**config.mk**
```make
export PLATFORM = sky130hd
export DESIGN_NAME = simd_addsub
export DESIGN_NICKNAME = d
export VERILOG_FILES = /design/src/rtl/simd_addsub.sv
export SDC_FILE = /design/constraint.sdc
export NUM_CORES = 1
export LEC_CHECK = 0
export BUFFER_PORTS_ARGS = -buffer_cell sky130_fd_sc_hd__buf_2
export CORE_MARGIN = 2
export CORE_UTILIZATION = 59
export CTS_BUF_LIST = sky130_fd_sc_hd__clkbuf_2 sky130_fd_sc_hd__clkbuf_4 sky130_fd_sc_hd__clkbuf_8
export DETAILED_ROUTE_END_ITERATION = 10
export GPL_TIMING_DRIVEN = 0
export PLACE_DENSITY = 0.86
export SLEW_MARGIN = 20
export SYNTH_ARGS = -nofsm -noshare
export SYNTH_HDL_FRONTEND = slang
export SYNTH_SLANG_ARGS = --single-unit
```
**constraint.sdc**
```tcl
create_clock -name clk -period 24.6 [get_ports clk]
set_input_delay 3.69 -clock clk [delete_from_list [all_inputs] [get_ports clk]]
set_output_delay 3.69 -clock clk [all_outputs]
set_load 0.02 [all_outputs]
```
**src/rtl/simd_addsub.sv**
```systemverilog
module simd_addsub #(
  parameter int DATA_W = 64
) (
  input  logic              clk,
  input  logic              rst_n,
  input  logic              in_valid,
  input  logic [DATA_W-1:0] op_a,
  input  logic [DATA_W-1:0] op_b,
  input  logic [1:0]        lane_sel,
  input  logic              sub,
  input  logic [1:0]        mode,
  output logic              out_valid,
  output logic [DATA_W-1:0] result
);
  localparam int NB = DATA_W / 8;
  localparam int IW = $clog2(NB);

  logic [IW-1:0] lmask;
  logic          sat_s, sat_u;
  logic          cy   [NB+1];
  logic          sovf [NB];
  logic          uovf [NB];
  logic          asgn [NB];
  logic [7:0]    nxt  [NB];
  logic [DATA_W-1:0] nxt_flat;

  assign lmask = IW'((4'd1 << lane_sel) - 4'd1);
  assign sat_s = (mode == 2'b01) && (lane_sel != 2'b11);
  assign sat_u = (mode == 2'b10) && (lane_sel != 2'b11);
  assign cy[0] = sub;

  for (genvar i = 0; i < NB; i++) begin : g_byte
    logic [7:0]    a8, bx, sum8, satv;
    logic          start, top, cin, clamp;
    logic [IW-1:0] tidx;

    assign a8    = op_a[8*i +: 8];
    assign bx    = op_b[8*i +: 8] ^ {8{sub}};
    assign start = ((IW'(i) & lmask) == '0);
    assign top   = ((IW'(i) & lmask) == lmask);
    assign cin   = start ? sub : cy[i];
    assign {cy[i+1], sum8} = {1'b0, a8} + {1'b0, bx} + {8'd0, cin};
    assign asgn[i] = a8[7];
    assign sovf[i] = (a8[7] == bx[7]) && (sum8[7] != a8[7]);
    assign uovf[i] = sub ? ~cy[i+1] : cy[i+1];
    assign tidx  = IW'(i) | lmask;
    assign clamp = (sat_s && sovf[tidx]) || (sat_u && uovf[tidx]);
    assign satv  = sat_s ? (top ? (asgn[tidx] ? 8'h80 : 8'h7F)
                                : (asgn[tidx] ? 8'h00 : 8'hFF))
                         : (sub ? 8'h00 : 8'hFF);
    assign nxt[i] = clamp ? satv : sum8;
    assign nxt_flat[8*i +: 8] = nxt[i];
  end

  always_ff @(posedge clk) begin
    if (!rst_n) begin
      out_valid <= 1'b0;
      result    <= '0;
    end else begin
      out_valid <= in_valid;
      if (in_valid) result <= nxt_flat;
    end
  end

  AST_STROBE_FOLLOWS: assert property (@(posedge clk) disable iff (!rst_n)
    in_valid |=> out_valid);
  AST_NO_SPURIOUS_VALID: assert property (@(posedge clk) disable iff (!rst_n)
    !in_valid |=> !out_valid);
  AST_RESULT_HOLDS: assert property (@(posedge clk) disable iff (!rst_n)
    !in_valid |=> $stable(result));
  AST_QUAD_ADD_WRAPS: assert property (@(posedge clk) disable iff (!rst_n)
    (in_valid && lane_sel == 2'b11 && !sub) |=> result == $past(op_a) + $past(op_b));

  for (genvar k = 0; k < NB; k++) begin : g_chk
    AST_USAT_ADD_NO_DROP: assert property (@(posedge clk) disable iff (!rst_n)
      (in_valid && lane_sel == 2'b00 && mode == 2'b10 && !sub)
        |=> result[8*k +: 8] >= $past(op_a[8*k +: 8]));
    AST_USAT_SUB_NO_RISE: assert property (@(posedge clk) disable iff (!rst_n)
      (in_valid && lane_sel == 2'b00 && mode == 2'b10 && sub)
        |=> result[8*k +: 8] <= $past(op_a[8*k +: 8]));
    AST_SSAT_POS_STAYS_POS: assert property (@(posedge clk) disable iff (!rst_n)
      (in_valid && lane_sel == 2'b00 && mode == 2'b01 && !sub
        && !op_a[8*k+7] && !op_b[8*k+7]) |=> !result[8*k+7]);
  end
endmodule

```
==> load_flow_metrics.sql <==
INSERT INTO impl_metrics (metric_group, metric, value, unit) VALUES
('outcome', 'status', 'finished clean', ''),
('timing', 'fin_crit_sh', '80.0', '%'),
('setup_path', 'crit_path_max_fanout', '10', ''),
('die', 'start_util', '61.0', '%'),
('setup_path', 'critical_path_required', '24.88', 'ns'),
('synth', 'synth_top_cell_area_share', '19.5', '%'),
('timing', 'report.final.slew_viol_count', '0', ''),
('die', 'core.rowCount', '38', ''),
('setup_path', 'critPathArrivalTime', '19.97', 'ns'),
('timing', 'setup_tns', '0', 'ns'),
('synth', 'ys.flop_type', 'sky130_fd_sc_hd__dfxtp_1', ''),
('cts', 'inserted_clock_buffers', '9', ''),
('timing', 'timing_hold_violations_final', '0', ''),
('cells_and_area', 'finish.utilization', '73.7', '%'),
('die', 'num_io_pins', '201', ''),
('synth', 'ys_top_cells_by_area', 'sky130_fd_sc_hd__dfxtp_1 19%, sky130_fd_sc_hd__ha_1 12%, sky130_fd_sc_hd__xor2_1 9.8%', ''),
('die', 'core_region_area', '0.0109', 'mm²'),
('cts', 'post_cts_resize_count', '0', ''),
('synth', 'synth_enable_flop_cells', '0', ''),
('synth', 'synth.yosys.warnings', '0', ''),
('setup_path', 'timing.critical_path.from_type', 'input pin', ''),
('grt', 'vias_in_the_first_global_route', '6610', ''),
('placement', 'placedInstanceArea', '0.00785', 'mm²'),
('timing', 'worst_slack', '4.91', 'ns'),
('routing', 'num_vias', '7224', ''),
('cts', 'cts_tree', 'built', ''),
('die', 'chipWidth', '110', 'µm'),
('cts', 'cts.clk_slew.worst_paths', '0.08', 'ns'),
('placement', 'finalWeightedCongestion', '0.971', ''),
('timing', 'timing.slew.headroom', '22.7', '%'),
('synth', 'net_count_synth', '1042', ''),
('routing', 'final_antenna_net_count', '0', ''),
('cts', 'cts.repair_timing.setup_buffer_count', '0', ''),
('die', 'die_height', '110', 'µm'),
('routing', 'drtPass1Iterations', '8', ''),
('cts', 'ctsRootBufferMaster', 'sky130_fd_sc_hd__clkbuf_8', ''),
('power', 'total_leakage_power', '3.77', 'nW'),
('setup_path', 'critical-path-top-cell-by-count', 'sky130_fd_sc_hd__fa_1', ''),
('grt', 'wire_length_of_the_first_global_routing_pass', '32400', 'µm'),
('timing', 'max_freq', '0.0508', 'GHz'),
('grt', 'grt_util_overall', '34.5', '%'),
('cts', 'cts.hold.buffers_added', '0', ''),
('routing', 'drc_errors', '0', ''),
('cells_and_area', 'area_delta_synth_final', '20.8', '%'),
('routing', 'wirelength', '21000', 'µm'),
('synth', 'postSynthAreaPerCell', '8.07', 'µm²'),
('timing', 'period_needed', '19.69', 'ns'),
('cells_and_area', 'fin_area', '0.00806', 'mm²'),
('routing', 'vias_per_cell', '6.11', ''),
('synth', 'synth-seq-cells', '65', ''),
('routing', 'wire_per_inst', '17.8', 'µm'),
('synth', 'yosysSeqAreaShare', '19.5', '%'),
('setup_path', 'crit_start', 'sub', ''),
('placement', 'dp_hpwl', '16400', 'µm'),
('synth', 'syn-instance-count', '827', ''),
('cells_and_area', 'design.final.nets', '1252', ''),
('synth', 'library_cells_used_by_synthesis', '69', ''),
('setup_path', 'setup.worst_path.end_class', 'flop', ''),
('routing', 'drtIter0Drc', '707', ''),
('min_path', 'timing.hold.worst.class', 'flop to flop', ''),
('synth', 'synthesis.area', '0.00667', 'mm²'),
('power', 'ir_worst_vdd', '0.0000331', 'V'),
('synth', 'synth_largest_area_cell', 'sky130_fd_sc_hd__dfxtp_1', ''),
('cts', 'numClockSinks', '65', ''),
('timing', 'fin_worst_skew', '0', 'ns'),
('setup_path', 'critical_path.max_stage_delay', '0.74', 'ns'),
('run', 'cap_violations', '0', ''),
('power', 'power.density_cell_area', '56.4', 'mW/mm²'),
('grt', 'largest_net_degree_at_the_start_of_global_routing', '13', ''),
('cts', 'clock_path_buffers', '2', ''),
('die', 'die_area', '0.0122', 'mm²');
[layer usage]
metal / vias to the layer above / routed length (µm) / share of wire [%] / track usage (%)
li1: 3419 / - / - / -
met1: 3350 / 8460 / 40 / 43.1
met2: 398 / 9890 / 47 / 57.8
met3: 57 / 1960 / 9.3 / 7.23
met4: 0 / 743 / 3.5 / 14.2
met5: - / 0 / 0 / 0
[Yosys cell counts (11+ instances only)]
library cell / instances
sky130_fd_sc_hd__nand3_1: 13
sky130_fd_sc_hd__xnor2_1: 34
sky130_fd_sc_hd__inv_1: 37
sky130_fd_sc_hd__clkbuf_1: 24
sky130_fd_sc_hd__nor2b_1: 19
sky130_fd_sc_hd__nand2b_1: 19
sky130_fd_sc_hd__nor2_1: 99
sky130_fd_sc_hd__o21a_1: 14
sky130_fd_sc_hd__dfxtp_1: 65
sky130_fd_sc_hd__nand2_1: 35
sky130_fd_sc_hd__ha_1: 64
sky130_fd_sc_hd__o21ai_0: 55
sky130_fd_sc_hd__fa_1: 15
sky130_fd_sc_hd__a21oi_1: 52
sky130_fd_sc_hd__xor2_1: 75
sky130_fd_sc_hd__a311oi_1: 32
sky130_fd_sc_hd__a21o_1: 11
sky130_fd_sc_hd__nor3_1: 19
[report_power, final]
group | total [mW] | internal [mW] | leakage [nW] | switching [mW]
Clock | 0.104 | 0.0570 | 0.109 | 0.0469
Sequential | 0.127 | 0.119 | 0.540 | 0.00766
Combinational | 0.224 | 0.0924 | 3.12 | 0.132
Total | 0.455 | 0.269 | 3.77 | 0.186
[registers in the layout, summed over array words and instances (netlist names)]
name       cells
result        64
out_valid      1
[logic make-up after synthesis]
family / synth area share (%)
adder cells (fa/ha/maj): 16.5
multiplexers: 2.34
XOR/XNOR: 14.3
AND/OR/NAND/NOR: 18.1
flip-flops: 19.5
buffers and inverters: 4.20
AO/OA/AOI/OAI: 25.1
[cells in the final DEF (no fill, tap or decap), drive strengths merged, types with 7 or more instances in the layout]
| cell type | instances |
|---|---|
| dfxtp | 65 |
| fa | 15 |
| nand2 | 35 |
| o31a | 7 |
| clkbuf | 33 |
| o21a | 14 |
| nor2 | 99 |
| xor2 | 75 |
| or3 | 10 |
| a31oi | 7 |
| o22ai | 7 |
| o211ai | 7 |
| a311oi | 33 |
| nor2b | 19 |
| a21oi | 53 |
| nor3 | 20 |
| inv | 37 |
| o21ai | 60 |
| buf | 209 |
| ha | 64 |
| a21o | 11 |
| xnor2 | 34 |
| a211oi | 8 |
| nand3 | 13 |
| nand2b | 19 |
| and3 | 7 |
| mux2i | 10 |
[per-stage QoR]
stage	power [mW]	hold slack, ns	cells
after floorplan	0.286	0.547	827
after global placement	0.343	0.469	1166
after CTS	0.451	0.486	1182
final	0.455	0.482	1182
after global routing	0.481	0.502	1182
after detailed placement	0.348	0.475	1166
[final timing paths]
kind / slack, ns / to / cells past startpoint
hold / removal: 0.48 / result[4] / 2
hold reg to reg: 0.48 / result[4] / 2
setup / recovery: 4.91 / result[62] / 64
setup reg to reg: 23.72 / result[15] / 2
[critical path, delay by kind of cell]
| family | cells | cell delay [ns] |
|---|---|---|
| simple gates | 20 | 3.30 |
| compound gates | 23 | 4.02 |
| buf+inv | 4 | 1.95 |
| fa+ha+maj | 15 | 6.59 |
| xor+xnor | 2 | 0.41 |
[cell type report]
class | instances | area [µm²]
plain buffers | 34 | 138
clock buffers | 9 | 124
clock inverters | 7 | 95.1
fillers | 899 | 2870
inverters | 38 | 143
multi-input cells | 690 | 5090
flip-flops and latches | 65 | 1300
well taps | 140 | 175
repair buffers | 199 | 996
(Power assumes the default switching activity.)
